--- config.mk ---
export PLATFORM = sky130hd
export DESIGN_NAME = tdz_serial_port
export DESIGN_NICKNAME = d
export VERILOG_FILES = /design/src/rtl/tdz_pkg.sv /design/src/rtl/tdz_frame_seq.sv /design/src/rtl/tdz_ctrl_reg.sv /design/src/rtl/tdz_result_tx.sv /design/src/rtl/tdz_serial_port.sv
export SDC_FILE = /design/constraint.sdc
export NUM_CORES = 1
export LEC_CHECK = 0
export ABC_CLOCK_PERIOD_IN_PS = 1900
export BUFFER_PORTS_ARGS = -buffer_cell sky130_fd_sc_hd__clkbuf_2
export CAP_MARGIN = 15
export CORE_MARGIN = 5
export CORE_UTILIZATION = 43
export CTS_CLUSTER_SIZE = 24
export DETAILED_ROUTE_END_ITERATION = 7
export PLACE_DENSITY_LB_ADDON = 0.05
export SLEW_MARGIN = 20
export SYNTH_ARGS = -nofsm -noshare
export SYNTH_HDL_FRONTEND = slang
export SYNTH_HIERARCHICAL = 1
export SYNTH_SLANG_ARGS = --single-unit
--- constraint.sdc ---
create_clock -name sclk -period 1.9 [get_ports sclk]
set_input_delay 0.095 -clock sclk [delete_from_list [all_inputs] [get_ports sclk]]
set_output_delay 0.095 -clock sclk [all_outputs]
set_load 0.01 [all_outputs]
--- src/rtl/tdz_pkg.sv ---
package tdz_pkg;
   // command word layout (MSB first on the wire)
   localparam int CMD_BITS   = 8;
   localparam int CHAN_HI    = 6;
   localparam int CHAN_LO    = 4;
   localparam int RES_POS    = 3;
   localparam int REF_POS    = 2;
   localparam int PWR_BITS   = 2;
   localparam int CHAN_BITS  = CHAN_HI - CHAN_LO + 1;

   function automatic int max_int(input int a, input int b);
      return (a > b) ? a : b;
   endfunction
endpackage

--- src/rtl/tdz_frame_seq.sv ---
module tdz_frame_seq #(
   parameter int CTRL_W  = 8,
   parameter int ACQ_CYC = 3,
   parameter int LOCK_HI = 7,
   parameter int LOCK_LO = 3,
   parameter int CNT_W   = 4
) (
   input  logic             sclk,
   input  logic             frame_rst_n,
   input  logic             din,
   input  logic             low_res,
   output logic             bit_we,
   output logic [CNT_W-1:0] bit_idx,
   output logic             word_done,
   output logic             acquiring
);
   localparam int THR_HI = CTRL_W + LOCK_HI;
   localparam int THR_LO = CTRL_W + LOCK_LO;

   logic [CNT_W-1:0] cnt_q;
   logic [CNT_W-1:0] thr;
   logic             hunting;

   assign thr     = low_res ? CNT_W'(THR_LO) : CNT_W'(THR_HI);
   assign hunting = (cnt_q == '0) || (cnt_q >= thr);

   // cnt_q holds the index of the last rising edge of the frame;
   // it parks at the threshold once the lockout has run out
   always_ff @(posedge sclk or negedge frame_rst_n) begin
      if (!frame_rst_n) begin
         cnt_q <= '0;
      end else if (hunting) begin
         if (din) cnt_q <= CNT_W'(1);
      end else begin
         cnt_q <= cnt_q + CNT_W'(1);
      end
   end

   assign bit_we    = (cnt_q >= CNT_W'(1)) && (cnt_q <= CNT_W'(CTRL_W - 1));
   assign bit_idx   = cnt_q;
   assign word_done = (cnt_q == CNT_W'(CTRL_W - 1));
   assign acquiring = (cnt_q >= CNT_W'(CTRL_W - ACQ_CYC)) &&
                      (cnt_q <= CNT_W'(CTRL_W - 1));
endmodule

--- src/rtl/tdz_ctrl_reg.sv ---
module tdz_ctrl_reg
   import tdz_pkg::*;
#(
   parameter int CNT_W = 4
) (
   input  logic                 sclk,
   input  logic                 rst_n,
   input  logic                 din,
   input  logic                 bit_we,
   input  logic [CNT_W-1:0]     bit_idx,
   input  logic                 word_done,
   output logic [CHAN_BITS-1:0] chan_sel,
   output logic                 low_res,
   output logic                 single_ended,
   output logic [PWR_BITS-1:0]  pwr_mode
);
   // stored command bits, START excluded; bit 0 (last power bit) goes
   // straight into the power register on the completing edge
   logic [CMD_BITS-2:1] word_q;
   logic [PWR_BITS-1:0] pwr_q;

   for (genvar j = 1; j <= CMD_BITS - 2; j++) begin : g_bit
      logic bit_q;
      always_ff @(posedge sclk or negedge rst_n) begin
         if (!rst_n)
            bit_q <= 1'b0;
         else if (bit_we && (bit_idx == CNT_W'(CMD_BITS - 1 - j)))
            bit_q <= din;
      end
      assign word_q[j] = bit_q;
   end

   always_ff @(posedge sclk or negedge rst_n) begin
      if (!rst_n)
         pwr_q <= '0;
      else if (word_done)
         pwr_q <= {word_q[PWR_BITS-1:1], din};
   end

   assign chan_sel     = word_q[CHAN_HI:CHAN_LO];
   assign low_res      = word_q[RES_POS];
   assign single_ended = word_q[REF_POS];
   assign pwr_mode     = pwr_q;
endmodule

--- src/rtl/tdz_result_tx.sv ---
module tdz_result_tx #(
   parameter int RES_W = 12,
   parameter int LOW_W = 8
) (
   input  logic             sclk,
   input  logic             frame_rst_n,
   input  logic             word_done,
   input  logic             low_res,
   input  logic [RES_W-1:0] sample_data,
   output logic             dout,
   output logic             busy,
   output logic             sample_hold
);
   localparam int LEFT_W = $clog2(RES_W + 1);

   logic [RES_W-1:0]  shreg_q;
   logic [LEFT_W-1:0] left_q;
   logic [LEFT_W-1:0] load_len;
   logic              lead_q;
   logic              hold_q;
   logic              dout_q;
   logic              busy_q;

   if (LOW_W == RES_W) begin : g_single
      assign load_len = LEFT_W'(RES_W);
   end else begin : g_dual
      assign load_len = low_res ? LEFT_W'(LOW_W) : LEFT_W'(RES_W);
   end

   // rising-edge side: capture, one spacer clock, then one shift per clock
   always_ff @(posedge sclk or negedge frame_rst_n) begin
      if (!frame_rst_n) begin
         shreg_q <= '0;
         left_q  <= '0;
         lead_q  <= 1'b0;
         hold_q  <= 1'b0;
      end else begin
         hold_q <= word_done;
         if (word_done) begin
            shreg_q <= sample_data;
            left_q  <= load_len;
            lead_q  <= 1'b1;
         end else if (lead_q) begin
            lead_q <= 1'b0;
         end else if (left_q != '0) begin
            shreg_q <= shreg_q << 1;
            left_q  <= left_q - LEFT_W'(1);
         end
      end
   end

   // falling-edge side: present the next bit and the busy pulse
   always_ff @(negedge sclk or negedge frame_rst_n) begin
      if (!frame_rst_n) begin
         dout_q <= 1'b0;
         busy_q <= 1'b0;
      end else begin
         busy_q <= hold_q;
         dout_q <= (!lead_q && (left_q != '0)) ? shreg_q[RES_W-1] : 1'b0;
      end
   end

   assign dout        = dout_q;
   assign busy        = busy_q;
   assign sample_hold = hold_q;
endmodule

--- src/rtl/tdz_serial_port.sv ---
module tdz_serial_port
   import tdz_pkg::*;
#(
   parameter int RES_W   = 12,
   parameter int LOW_W   = 8,
   parameter int ACQ_CYC = 3,
   parameter int LOCK_HI = 7,
   parameter int LOCK_LO = 3
) (
   input  logic                 sclk,
   input  logic                 rst_n,
   input  logic                 cs_n,
   input  logic                 din,
   input  logic [RES_W-1:0]     sample_data,
   output logic                 dout,
   output logic                 busy,
   output logic                 out_en,
   output logic                 acquiring,
   output logic                 sample_hold,
   output logic [CHAN_BITS-1:0] chan_sel,
   output logic                 low_res,
   output logic                 single_ended,
   output logic [PWR_BITS-1:0]  pwr_mode
);
   localparam int CNT_MAX = max_int(CMD_BITS + LOCK_HI, CMD_BITS + LOCK_LO);
   localparam int CNT_W   = $clog2(CNT_MAX + 1);

   initial begin
      assert (LOW_W > 0 && LOW_W <= RES_W)
         else $error("LOW_W must lie in 1..RES_W");
      assert (ACQ_CYC >= 1 && ACQ_CYC < CMD_BITS)
         else $error("ACQ_CYC must lie in 1..CMD_BITS-1");
      assert (LOCK_HI >= 0 && LOCK_LO >= 0)
         else $error("lockout lengths must not be negative");
   end

   logic             frame_rst_n;
   logic             bit_we;
   logic [CNT_W-1:0] bit_idx;
   logic             word_done;

   assign frame_rst_n = rst_n & ~cs_n;
   assign out_en      = ~cs_n;

   tdz_frame_seq #(
      .CTRL_W (CMD_BITS),
      .ACQ_CYC(ACQ_CYC),
      .LOCK_HI(LOCK_HI),
      .LOCK_LO(LOCK_LO),
      .CNT_W  (CNT_W)
   ) u_seq (
      .sclk       (sclk),
      .frame_rst_n(frame_rst_n),
      .din        (din),
      .low_res    (low_res),
      .bit_we     (bit_we),
      .bit_idx    (bit_idx),
      .word_done  (word_done),
      .acquiring  (acquiring)
   );

   tdz_ctrl_reg #(
      .CNT_W(CNT_W)
   ) u_reg (
      .sclk        (sclk),
      .rst_n       (rst_n),
      .din         (din),
      .bit_we      (bit_we),
      .bit_idx     (bit_idx),
      .word_done   (word_done),
      .chan_sel    (chan_sel),
      .low_res     (low_res),
      .single_ended(single_ended),
      .pwr_mode    (pwr_mode)
   );

   tdz_result_tx #(
      .RES_W(RES_W),
      .LOW_W(LOW_W)
   ) u_tx (
      .sclk       (sclk),
      .frame_rst_n(frame_rst_n),
      .word_done  (word_done),
      .low_res    (low_res),
      .sample_data(sample_data),
      .dout       (dout),
      .busy       (busy),
      .sample_hold(sample_hold)
   );
endmodule

==> summary.txt <==
Place
  • Cells after DPL: ~240
  • Port Buf Inserts: 27
  • Post-DP HPWL: 2710 um
  • Dpl cell area: 1944 um^2
  • Final GP Congestion: slightly below 0.8

Timing
  • Final TNS setup: -0.2149 ns
  • Final setup fails: 1
  • Worst-Margin Slew: 0.4302 ns
  • Hold WS: 0.03395 ns
  • Setup repair after global routing missed its margin: true
  • Slew Limit Fails: 0
  • Final Hold Fails: 0
  • Worst clock skew: a little over 0.009 ns
  • Rel. slew slack: 0.7119
  • Final worst setup slack: -0.2149 ns

Yosys
  • Synth top cells by count: 29 x dfrtp_1, 10 x nand2_1, 10 x nand2b_1
  • Leading area contributor after synthesis: dfrtp_1
  • Main synth FF type: dfrtp_1
  • Syn nets: roughly 170
  • Sequential element share of the synthesized area: 0.4758
  • Most frequently used cell type in the post-synthesis netlist: dfrtp_1
  • Largest cells by area after synthesis: dfrtp_1 45%, o211ai_1 4.1%, ha_1 3.8%, nand2b_1 3.8%, mux2_1 3.5%
  • Synth async-reset ratio: 1.000
  • EDFF count, synth: 0
  • Post-Syn Area: 1630 um^2
  • FF+latch count, synth: 31
  • Synth top area share: 0.4451
  • Number of synthesis warnings: 6
  • Syn_area_per_cell: 10.66 um^2
  • Yosys cell types: 39
  • Syn Inst Count: 153

Critical path
  • Kind of critical path: reg -> reg
  • RR Startpoint: u_tx/left_q[1]$_DFFE_PN0P_
  • Depth of the most critical reg-to-reg path: 5
  • Startpoint Class: flip-flop
  • Critical path data arrival time: 1.30 ns
  • Crit-path max FO: 3
  • Crit. End Element: flip-flop
  • Flop-to-flop setup slack: -0.21 ns
  • Critical Path RT: 1.09 ns
  • Worst reg2reg endpoint: u_tx/dout$_DFF_NN0_

Power and ir drop
  • Power Density: 1567 nW/um^2
  • Seq pwr share: 0.341
  • P_int: around 2.1 mW
  • Switching power: about 1.2 mW
  • Clock power frac: 0.148
  • Lkg Pwr: 0.9894 nW
  • Comb pwr share: 0.511
  • Switching Fraction: 0.3612
  • Worst IR drop on VDD: around 0.00084 V

Min path
  • Endpoint, Worst Hold: u_tx/shreg_q[0]$_DFFE_PN0P_
  • HP Class: in -> reg
  • Hold Startpoint: sample_data[0]
  • Hold path cells: 3

Layout
  • Syn-to-layout area delta: 28.24%
  • Layout cells sized above 1: 0.3578
  • Layout net count: 224
  • Antenna cells: 0
  • Final Cell Area: 2091 um^2
  • Finished Layout Cells: about 250

Floorplanning
  • # IOs: 28
  • Die W: 71.58 um
  • Core area: 3661 um^2
  • Starting Density: 0.4453
  • Site Rows: 22
  • Die H: just over 70 um
  • Full die area: about 5100 um^2

Detailed routing
  • Vias/cell: roughly 5.2
  • Post-route ant nets: 0
  • Wire per inst: 14.20 um
  • Iteration-0 DRC Markers: 67
  • Initial DRT Pass Iterations: 4
  • Drt drc: 0
  • Final WL: 3578 um
  • Vias: roughly 1300

Global routing
  • Wire length of the first global-routing pass: 6306 um
  • Gr ovfl total: 0
  • Overall Global Routing Usage: 0.1590
  • Vias in the first global route: 1306
  • Initial antenna violation count: 0
  • Largest net degree at the start of global routing: 24

CTS
  • Htree depth: 2
  • Max Buffers Root-to-Sink: 2
  • Worst-Skew Late Latency: 0.29 ns
  • Sink Count: 31
  • Total CTS buffers: 5
  • Root buffer cell: clkbuf_8
  • CTS clk-pin slew, worst paths: 0.06 ns
  • Clock tree from TritonCTS: built

Status
  • Outcome: finished, violations left
  • Failing checks: negative setup slack

Flow run
  • Max Cap Viol: 0
-- layout make-up --
cell class	instances	area [um^2]
sequential	31	775.7
tap	48	60.06
timing repair buffer	53	347.8
multi-input combinational	105	800.8
fill	330	1570
inverter	7	26.28
clock buffer	8	80.08
-- layout by cell type, fill, tap and decap left out, types with 3 or more instances in the layout --
cell,instances
nor2b_1,3
nor3_1,3
clkbuf_2,26
ha_1,3
inv_1,7
mux2i_1,3
clkbuf_8,5
nand2b_1,10
o21ai_0,6
o211ai_1,9
clkbuf_1,3
or3_1,5
o21ai_1,5
nor2_1,3
mux2_2,3
buf_4,23
nor3b_2,4
nand2_1,10
dfrtp_1,29
nand3b_1,5
mux2_1,5
a21oi_1,3
-- stage by stage --
step	util	setup slack, ns	total power, mW
2_1_floorplan	-	-0.3002	2.175
3_3_place_gp	0.5311	-0.1756	2.646
3_5_place_dp	0.5311	-0.2163	2.708
4_1_cts	0.5625	-0.2035	3.251
5_1_grt	0.5711	-0.2673	3.573
6_report	0.5711	-0.2149	3.276
-- per-layer routing --
metal,vias up,wire length (um),GRT usage
met4,0,59,0.06263
met1,632,1512,0.1864
li1,643,-,-
met5,-,0,0
met3,6,155,0.04909
met2,22,1849,0.2704
-- state kept, by name, summed over array words and instances (netlist names) --
register and cells:
u_tx/dout 1, u_tx/busy 1, u_tx/left_q 4, u_seq/bit_idx 4, u_reg/single_ended 1, u_reg/pwr_mode 2
u_reg/g_bit.bit_q 4, u_tx/shreg_q 12, u_reg/low_res 1, u_tx/sample_hold 1
-- worst max-delay path by stage --
stage / end / cells after the start / from / slack, ns
after floorplan: u_tx/dout$_DFF_NN0_ / 5 / u_tx/left_q[0]$_DFFE_PN0P_ / -0.30
after global placement: u_tx/dout$_DFF_NN0_ / 5 / u_tx/left_q[1]$_DFFE_PN0P_ / -0.18
after detailed placement: u_tx/dout$_DFF_NN0_ / 5 / u_tx/left_q[1]$_DFFE_PN0P_ / -0.22
after CTS: u_tx/dout$_DFF_NN0_ / 5 / u_tx/left_q[1]$_DFFE_PN0P_ / -0.20
after global routing: u_tx/dout$_DFF_NN0_ / 5 / u_tx/left_q[0]$_DFFE_PN0P_ / -0.27
final: u_tx/dout$_DFF_NN0_ / 5 / u_tx/left_q[1]$_DFFE_PN0P_ / -0.21
-- timing repair --
| item | CTS | global route |
|---|---|---|
| setup endpoints to repair | 1 | 9 |
| setup buffers | 2 | 3 |
| gates resized for setup | 0 | 4 |
| hold buffers | 2 | 0 |
| endpoints found under the hold margin | 11 | 0 |
| pin swaps | 2 | 5 |
-- worst max-delay path: stages (launching register included) --
cell and delay [ns]:
dfrtp_1 0.39, inv_1 0.06, ha_2 0.17, nor3b_4 0.20
nor2_2 0.06, and2_1 0.13
-- power groups by stage --
stage / combinational, mW / clock (mW) / sequential (mW)
floorplan: 1.02 / 0 / 1.16
global placement: 1.52 / 0 / 1.12
detailed placement: 1.57 / 0 / 1.14
CTS: 1.62 / 0.507 / 1.12
global route: 1.87 / 0.544 / 1.16
finish: 1.67 / 0.484 / 1.12
-- kinds of logic after synthesis --
logic type,count (synthesis),share of synthesized area
flops,31,0.4758
mux,12,0.08288
simple gates,55,0.2210
fa+ha+maj,5,0.03837
buf+inv,17,0.04989
compound gates,33,0.1320
No activity file was read; power rests on OpenSTA's default activity.
